<file path="src/rtl/ecap_walk_pkg.sv">
package ecap_walk_pkg;

  localparam int ID_W  = 16;
  localparam int VER_W = 4;
  localparam int NXT_W = 12;

  typedef struct packed {
    logic [NXT_W-1:0] nxt;
    logic [VER_W-1:0] ver;
    logic [ID_W-1:0]  id;
  } ecap_hdr_t;

  typedef enum logic [1:0] {
    ST_IDLE,
    ST_RD,
    ST_EVAL,
    ST_WNEW
  } walk_state_t;

  typedef enum logic [2:0] {
    ACT_FOLLOW,
    ACT_EMPTY,
    ACT_FOUND,
    ACT_MISS,
    ACT_TAIL,
    ACT_RANGE,
    ACT_LOOP
  } walk_act_t;

endpackage

</file>
<file path="src/rtl/ecap_hdr_eval.sv">
// Decodes one fetched header against the current request.
module ecap_hdr_eval
  import ecap_walk_pkg::*;
#(
  parameter int CFG_BYTES = 4096,
  parameter int BASE_OFF  = 256,
  parameter int MIN_SIZE  = 8,
  parameter int REQ_ID_W  = 20,
  localparam int OFF_W    = $clog2(CFG_BYTES) + 1
) (
  input  logic [31:0]         hdr_raw,
  input  logic [OFF_W-1:0]    cur_off,
  input  logic [REQ_ID_W-1:0] want_id,
  input  logic                seek_tail,
  output logic                is_empty,
  output logic                is_match,
  output logic                is_tail,
  output logic                nxt_bad,
  output logic [OFF_W-1:0]    nxt_off
);
  localparam int HI_OFF = CFG_BYTES - MIN_SIZE;

  ecap_hdr_t       hdr;
  logic            id_fits;
  logic [ID_W-1:0] id_lo;

  assign hdr = ecap_hdr_t'(hdr_raw);

  // IDs wider than the header field can only match when the excess bits are clear.
  generate
    if (REQ_ID_W > ID_W) begin : g_wide_id
      assign id_fits = (want_id[REQ_ID_W-1:ID_W] == '0);
      assign id_lo   = want_id[ID_W-1:0];
    end else begin : g_exact_id
      assign id_fits = 1'b1;
      assign id_lo   = ID_W'(want_id);
    end
  endgenerate

  assign nxt_off  = OFF_W'(hdr.nxt);
  assign nxt_bad  = (nxt_off < OFF_W'(BASE_OFF)) || (nxt_off > OFF_W'(HI_OFF));
  assign is_tail  = (hdr.nxt == '0);
  // A tail search never treats the first header as an empty chain nor matches.
  assign is_empty = !seek_tail && (cur_off == OFF_W'(BASE_OFF)) && (hdr_raw == '0);
  assign is_match = !seek_tail && id_fits && (hdr.id == id_lo);

endmodule

</file>
<file path="src/rtl/ecap_append_check.sv">
// Validates insertion arguments.
module ecap_append_check #(
  parameter int CFG_BYTES = 4096,
  parameter int BASE_OFF  = 256,
  parameter int MIN_SIZE  = 8,
  localparam int OFF_W    = $clog2(CFG_BYTES) + 1
) (
  input  logic [OFF_W-1:0] new_off,
  input  logic [OFF_W-1:0] new_size,
  output logic             args_ok,
  output logic             at_base
);
  logic [OFF_W:0] span_end;

  assign span_end = {1'b0, new_off} + {1'b0, new_size};
  assign at_base  = (new_off == OFF_W'(BASE_OFF));
  assign args_ok  = (new_off >= OFF_W'(BASE_OFF))
                 && (new_off[1:0] == 2'b00)
                 && (new_size >= OFF_W'(MIN_SIZE))
                 && (span_end <= (OFF_W+1)'(CFG_BYTES));

endmodule

</file>
<file path="src/rtl/ecap_step_cnt.sv">
// Counts followed pointers and flags the limit.
module ecap_step_cnt #(
  parameter int MAX_STEPS = 1024,
  localparam int CW       = $clog2(MAX_STEPS + 1)
) (
  input  logic clk,
  input  logic rst,
  input  logic clr,
  input  logic inc,
  output logic at_limit
);
  logic [CW-1:0] cnt;

  always_ff @(posedge clk) begin
    if (rst || clr) begin
      cnt <= '0;
    end else if (inc) begin
      cnt <= cnt + 1'b1;
    end
  end

  assign at_limit = (cnt == CW'(MAX_STEPS));

endmodule

</file>
<file path="src/rtl/ecap_walker.sv">
// Extended capability chain walker: lookup and insertion over a sync RAM port.
// The 12-bit next field of the header fixes the space at 4 KB.
module ecap_walker
  import ecap_walk_pkg::*;
#(
  parameter int CFG_BYTES = 4096,
  parameter int BASE_OFF  = 256,
  parameter int MIN_SIZE  = 8,
  parameter int MAX_STEPS = 1024,
  parameter int REQ_ID_W  = 20,
  localparam int OFF_W    = $clog2(CFG_BYTES) + 1,
  localparam int WA_W     = $clog2(CFG_BYTES) - 2
) (
  input  logic                clk,
  input  logic                rst,
  input  logic                req_valid,
  input  logic                req_append,
  input  logic [REQ_ID_W-1:0] req_id,
  input  logic [VER_W-1:0]    req_ver,
  input  logic [OFF_W-1:0]    req_off,
  input  logic [OFF_W-1:0]    req_size,
  output logic                busy,
  output logic                done,
  output logic [OFF_W-1:0]    res_off,
  output logic [OFF_W-1:0]    res_prev,
  output logic                err_range,
  output logic                err_loop,
  output logic                err_arg,
  output logic                mem_re,
  output logic                mem_we,
  output logic [WA_W-1:0]     mem_addr,
  output logic [31:0]         mem_wdata,
  input  logic [31:0]         mem_rdata
);
  localparam logic [OFF_W-1:0] BASE = OFF_W'(BASE_OFF);
  localparam logic [WA_W-1:0]  BASE_WA = BASE[WA_W+1:2];

  walk_state_t          state;
  walk_act_t            act;
  logic                 seek_tail_q;
  logic [REQ_ID_W-1:0]  id_q;
  logic [VER_W-1:0]     ver_q;
  logic [OFF_W-1:0]     new_q;
  logic [OFF_W-1:0]     cur_q;
  logic [OFF_W-1:0]     prev_q;

  logic                 is_empty, is_match, is_tail, nxt_bad;
  logic [OFF_W-1:0]     nxt_off;
  logic                 args_ok, at_base;
  logic                 at_limit;
  logic                 accept;
  logic                 step_inc;
  logic [31:0]          req_hdr;
  logic [31:0]          held_hdr;

  ecap_hdr_eval #(
    .CFG_BYTES(CFG_BYTES), .BASE_OFF(BASE_OFF),
    .MIN_SIZE(MIN_SIZE), .REQ_ID_W(REQ_ID_W)
  ) u_eval (
    .hdr_raw  (mem_rdata),
    .cur_off  (cur_q),
    .want_id  (id_q),
    .seek_tail(seek_tail_q),
    .is_empty (is_empty),
    .is_match (is_match),
    .is_tail  (is_tail),
    .nxt_bad  (nxt_bad),
    .nxt_off  (nxt_off)
  );

  ecap_append_check #(
    .CFG_BYTES(CFG_BYTES), .BASE_OFF(BASE_OFF), .MIN_SIZE(MIN_SIZE)
  ) u_args (
    .new_off (req_off),
    .new_size(req_size),
    .args_ok (args_ok),
    .at_base (at_base)
  );

  ecap_step_cnt #(.MAX_STEPS(MAX_STEPS)) u_steps (
    .clk     (clk),
    .rst     (rst),
    .clr     (accept),
    .inc     (step_inc),
    .at_limit(at_limit)
  );

  assign accept   = (state == ST_IDLE) && req_valid;
  assign step_inc = (state == ST_EVAL) && (act == ACT_FOLLOW);

  // New headers always close the chain.
  assign req_hdr  = {{NXT_W{1'b0}}, req_ver, req_id[ID_W-1:0]};
  assign held_hdr = {{NXT_W{1'b0}}, ver_q, id_q[ID_W-1:0]};

  // Priority of outcomes for one fetched header.
  always_comb begin
    if (is_empty)           act = ACT_EMPTY;
    else if (is_match)      act = ACT_FOUND;
    else if (is_tail)       act = seek_tail_q ? ACT_TAIL : ACT_MISS;
    else if (nxt_bad)       act = ACT_RANGE;
    else if (at_limit)      act = ACT_LOOP;
    else                    act = ACT_FOLLOW;
  end

  always_ff @(posedge clk) begin
    if (rst) begin
      state       <= ST_IDLE;
      busy        <= 1'b0;
      done        <= 1'b0;
      res_off     <= '0;
      res_prev    <= '0;
      err_range   <= 1'b0;
      err_loop    <= 1'b0;
      err_arg     <= 1'b0;
      mem_re      <= 1'b0;
      mem_we      <= 1'b0;
      mem_addr    <= '0;
      mem_wdata   <= '0;
      seek_tail_q <= 1'b0;
      id_q        <= '0;
      ver_q       <= '0;
      new_q       <= '0;
      cur_q       <= '0;
      prev_q      <= '0;
    end else begin
      done   <= 1'b0;
      mem_re <= 1'b0;
      mem_we <= 1'b0;
      unique case (state)
        ST_IDLE: begin
          if (req_valid) begin
            seek_tail_q <= req_append;
            id_q        <= req_id;
            ver_q       <= req_ver;
            new_q       <= req_off;
            cur_q       <= BASE;
            prev_q      <= '0;
            if (req_append && !args_ok) begin
              done      <= 1'b1;
              err_arg   <= 1'b1;
              err_range <= 1'b0;
              err_loop  <= 1'b0;
              res_off   <= '0;
              res_prev  <= '0;
            end else if (req_append && at_base) begin
              mem_we    <= 1'b1;
              mem_addr  <= BASE_WA;
              mem_wdata <= req_hdr;
              done      <= 1'b1;
              err_arg   <= 1'b0;
              err_range <= 1'b0;
              err_loop  <= 1'b0;
              res_off   <= BASE;
              res_prev  <= '0;
            end else begin
              mem_re   <= 1'b1;
              mem_addr <= BASE_WA;
              busy     <= 1'b1;
              state    <= ST_RD;
            end
          end
        end

        ST_RD: state <= ST_EVAL;

        ST_EVAL: begin
          unique case (act)
            ACT_FOLLOW: begin
              prev_q   <= cur_q;
              cur_q    <= nxt_off;
              mem_re   <= 1'b1;
              mem_addr <= nxt_off[WA_W+1:2];
              state    <= ST_RD;
            end
            ACT_TAIL: begin
              // Replace only the pointer field of the last header.
              mem_we    <= 1'b1;
              mem_addr  <= cur_q[WA_W+1:2];
              mem_wdata <= {new_q[NXT_W-1:0], mem_rdata[ID_W+VER_W-1:0]};
              res_prev  <= cur_q;
              state     <= ST_WNEW;
            end
            default: begin
              done      <= 1'b1;
              busy      <= 1'b0;
              state     <= ST_IDLE;
              err_arg   <= 1'b0;
              err_range <= (act == ACT_RANGE);
              err_loop  <= (act == ACT_LOOP);
              res_off   <= (act == ACT_FOUND) ? cur_q : '0;
              if (act == ACT_FOUND)      res_prev <= prev_q;
              else if (act == ACT_EMPTY) res_prev <= '0;
              else                       res_prev <= cur_q;
            end
          endcase
        end

        ST_WNEW: begin
          mem_we    <= 1'b1;
          mem_addr  <= new_q[WA_W+1:2];
          mem_wdata <= held_hdr;
          done      <= 1'b1;
          busy      <= 1'b0;
          err_arg   <= 1'b0;
          err_range <= 1'b0;
          err_loop  <= 1'b0;
          res_off   <= new_q;
          state     <= ST_IDLE;
        end

        default: state <= ST_IDLE;
      endcase
    end
  end

endmodule

</file>
<file path="config.mk">
export PLATFORM = sky130hd
export DESIGN_NAME = ecap_walker
export DESIGN_NICKNAME = d
export VERILOG_FILES = /design/src/rtl/ecap_walk_pkg.sv /design/src/rtl/ecap_hdr_eval.sv /design/src/rtl/ecap_append_check.sv /design/src/rtl/ecap_step_cnt.sv /design/src/rtl/ecap_walker.sv
export SDC_FILE = /design/constraint.sdc
export NUM_CORES = 1
export LEC_CHECK = 0
export ABC_AREA = 1
export BUFFER_PORTS_ARGS = -buffer_cell sky130_fd_sc_hd__clkbuf_2
export CAP_MARGIN = 20
export CORE_MARGIN = 2
export CORE_UTILIZATION = 45
export DETAILED_ROUTE_END_ITERATION = 12
export GPL_TIMING_DRIVEN = 0
export HOLD_SLACK_MARGIN = 0.15
export PLACE_DENSITY_LB_ADDON = 0.12
export SYNTH_ARGS = -nofsm -noshare
export SYNTH_HDL_FRONTEND = slang
export SYNTH_SLANG_ARGS = --single-unit
</file>
<file path="constraint.sdc">
create_clock -name clk -period 3.7 [get_ports clk]
set_input_delay 0.555 -clock clk [delete_from_list [all_inputs] [get_ports clk]]
set_output_delay 0.555 -clock clk [all_outputs]
set_load 0.1 [all_outputs]
</file>
==> results.cfg <==
[routing]
first_iter_violations = 668
via_per_inst = 5.33
highest_layer = met4
wirelength_um = 25900
wl_met3_um = 1890
vias = 8520
m1WireLength_um = 11200
wl_met2_um = 12100
wire_per_inst_um = 16.2
drc_errors = 0
first_pass_iters = 5
antenna_left = 0

[yosys]
synth.area.top_cells = dfxtp_1 37%, nand2_1 12%, nor2_1 7.4%
ys_seq_elements = 149
yosys.area.top_type_share_pct = 37.3
synth-edff-count = 0
synthFlopType = dfxtp_1
netlist_instances = 1183
syn_area_um2 = 8000
async_flop_share_pct = 0
synth_top_area_cell = dfxtp_1
syn_nets = 1285
yosys_warnings = 0
avgSynthCellArea_um2 = 6.76
synth-seq-area-share_pct = 37.3
ys_types = 46

[final_layout]
fill_cells = 1769
design_area_um2 = 9710
antennaDiodeCount = 0
final_layout_size_suffix_gt1_share_pct = 20.0
area_growth_pct = 21.3
fin_nets = 1463
fin_util_pct = 55.9
mostFrequentLayoutCells = 254 x nand2_1, 159 x clkbuf_2, 158 x nor2_1
final_common_cell = nand2_1

[hold_path]
hold_start = req_id[16]
hp-class = input pin to flip-flop
whs_endpoint = id_q[16]
hold_path_depth = 3

[clock_network]
cts_tree = built
clk_path_buf_depth = 2
clock_latency_ns = 0.44
root_buffer = clkbuf_16
cts-resized-gates = 0
cts_setup_buffers = 0
cts.sinks = 149
holdBufCountCts = 0
cts_buffers = 17
path_clk_slew_ns = 0.06
h-tree-depth = 4

[worst_setup_path]
critPathKind = input pin to flip-flop
r2r-start = id_q[10]
endpoint_kind = flip-flop
rrSetupSlack_ns = 1.19
crit_chain = clkbuf_2 -> ha_1 -> fa_1 -> nand2_1 -> nand2_2 -> nand3b_2 -> nand2_1 -> nand2_1 -> nand2_1 -> nor2_1 -> nand2_1 -> nor2_1 -> nand3_1 -> nand2_2 -> nand2_4 -> nand2_4 -> nand2_4 -> buf_2 -> a21oi_1 -> nor2_1
path_max_fanout = 10
crit_slowest_cell = fa_1
worstRegToRegCells = 13
critical_path_buf_inv_count = 2
critPathTopFamily = simple AND/OR/NAND/NOR gates
start_kind = input pin
crit_required_ns = 4.02
slowest_delay_ns = 0.41
regToRegEndpoint = res_prev[9]
arrival_ns = 2.95
worst_path_most_repeated_cell = nand2_1

[timing]
max_slew.worst_pin.slew_ns = 0.746
max_slew_margin_pct = 50.3
worst_hold_slack_ns = 0.346
timing_hold_violations_final = 0
finalCritPeriodShare_pct = 71.2
finalSetupViolCount = 0
fin_crit_ns = 2.63
rsz0062_at_grt = false
slew_violations = 0
fin_worst_skew_ns = 0.0131
finalSetupTns_ns = 0
fmax_ghz = 0.380

[job]
cap_violations = 0

[global_routing]
grt_max_degree = 17
antenna_found_initial = 0
grt_pass1_vias = 7757
grt_pass1_wl_um = 39700
gr-usage-all-layers_pct = 27.6
overflow = 0

[placed_design]
place_congestion = 0.969
detailed_place_hpwl_um = 20000
dpl_cell_area_um2 = 9080
port_buffers = 159

[floorplan]
dieArea_um2 = 18900
core_region_area_um2 = 17400
num_rows = 48
ios = 161
die_h_um = 137
dieWidth_um = 137
start_util_pct = 46.1

[pwr]
pwr_density_cell_nw_per_um2 = 502
power.leakage_nw = 4.38
peakVddDrop_mv = 0.377
power_mw = 4.87

[run_status]
status = finished, final reports clean
Yosys cell counts, types with 2 or more instances:
cell / number
xnor2_1: 4
a31o_2: 2
buf_4: 10
o21ai_0: 71
nor4_1: 7
a21oi_2: 11
nand4_1: 15
inv_2: 11
o22ai_1: 5
nor2_1: 158
nand2_2: 7
nor2_4: 2
o221ai_1: 8
nand2_4: 11
nand3_1: 100
nand3_2: 2
ha_1: 15
nand3b_2: 2
a21oi_1: 109
buf_2: 13
o21ai_1: 13
dfxtp_1: 149
buf_6: 2
nand3b_1: 5
clkbuf_1: 32
nand2_1: 254
xor2_1: 8
o211ai_1: 10
nor3_1: 16
a211oi_2: 2
nor2_2: 4
inv_1: 111
worst register-to-register path: stages (launching register included):
cell      delay [ns]
dfxtp_1         0.32
xor2_1          0.15
nor2_1          0.13
nand3b_1        0.11
nor2_1          0.16
nand2_1         0.19
nand3b_2        0.30
clkbuf_1        0.50
nand3_1         0.14
nand2_1         0.13
nand2_1         0.06
nand3_1         0.10
nand2_1         0.06
nor2_1          0.09
worst max-delay path by stage:
stage	start	end	slack [ns]	cells after the start
3_5_place_dp	req_off[0]	mem_addr[0]	0.61	20
4_1_cts	req_off[0]	mem_addr[2]	1.06	20
2_1_floorplan	req_off[0]	res_prev[10]	1.09	19
3_3_place_gp	req_off[0]	mem_addr[2]	0.68	20
5_1_grt	req_off[0]	res_prev[5]	0.80	20
6_report	req_off[0]	res_prev[9]	1.07	20
state kept, by name, summed over array words and instances, names as in the netlist, 2 cells and up:
signal	count
res_prev	12
u_steps.cnt	11
prev_q	12
mem_addr	10
ver_q	4
cur_q	12
id_q	20
res_off	13
mem_wdata	32
new_q	13
state	2
kinds of logic after synthesis:
group	after synthesis	synth area share, %
adders and majority gates	16	2.60
buffers and inverters	182	9.60
other	1	0.0469
DFF	149	37.3
and+or+nand+nor	587	32.7
AOI/OAI and AO/OA	236	16.5
xor gates and xnor gates	12	1.31
final cells by class:
class | count | area, um^2 | area share (%)
Inverter | 123 | 462 | 4.76
Clock buffer | 19 | 453 | 4.66
Tap cell | 225 | 282 | 2.90
Timing Repair Buffer | 159 | 796 | 8.20
Multi-Input combinational cell | 852 | 4250 | 43.8
Sequential cell | 149 | 2980 | 30.7
Clock inverter | 12 | 178 | 1.83
Buffer | 59 | 307 | 3.16
per-layer routing:
layer / global-route usage, % / vias up
met5: 0 / -
met4: 9.62 / 0
met3: 5.37 / 54
met2: 46.0 / 347
met1: 35.7 / 3884
li1: - / 4235
power by group:
group	switching [mW]	leakage [nW]	internal (mW)
Clock	0.699	0.309	1.16
Sequential	0.0769	1.22	1.73
Combinational	0.905	2.85	0.301
stage by stage:
step	cells	worst slack (ns)
after floorplan	1183	1.09
after global placement	1567	0.677
after detailed placement	1567	0.613
after CTS	1598	1.06
after global routing	1598	0.796
final	1598	1.07
Note: power is estimated with default switching activity, not from simulation.
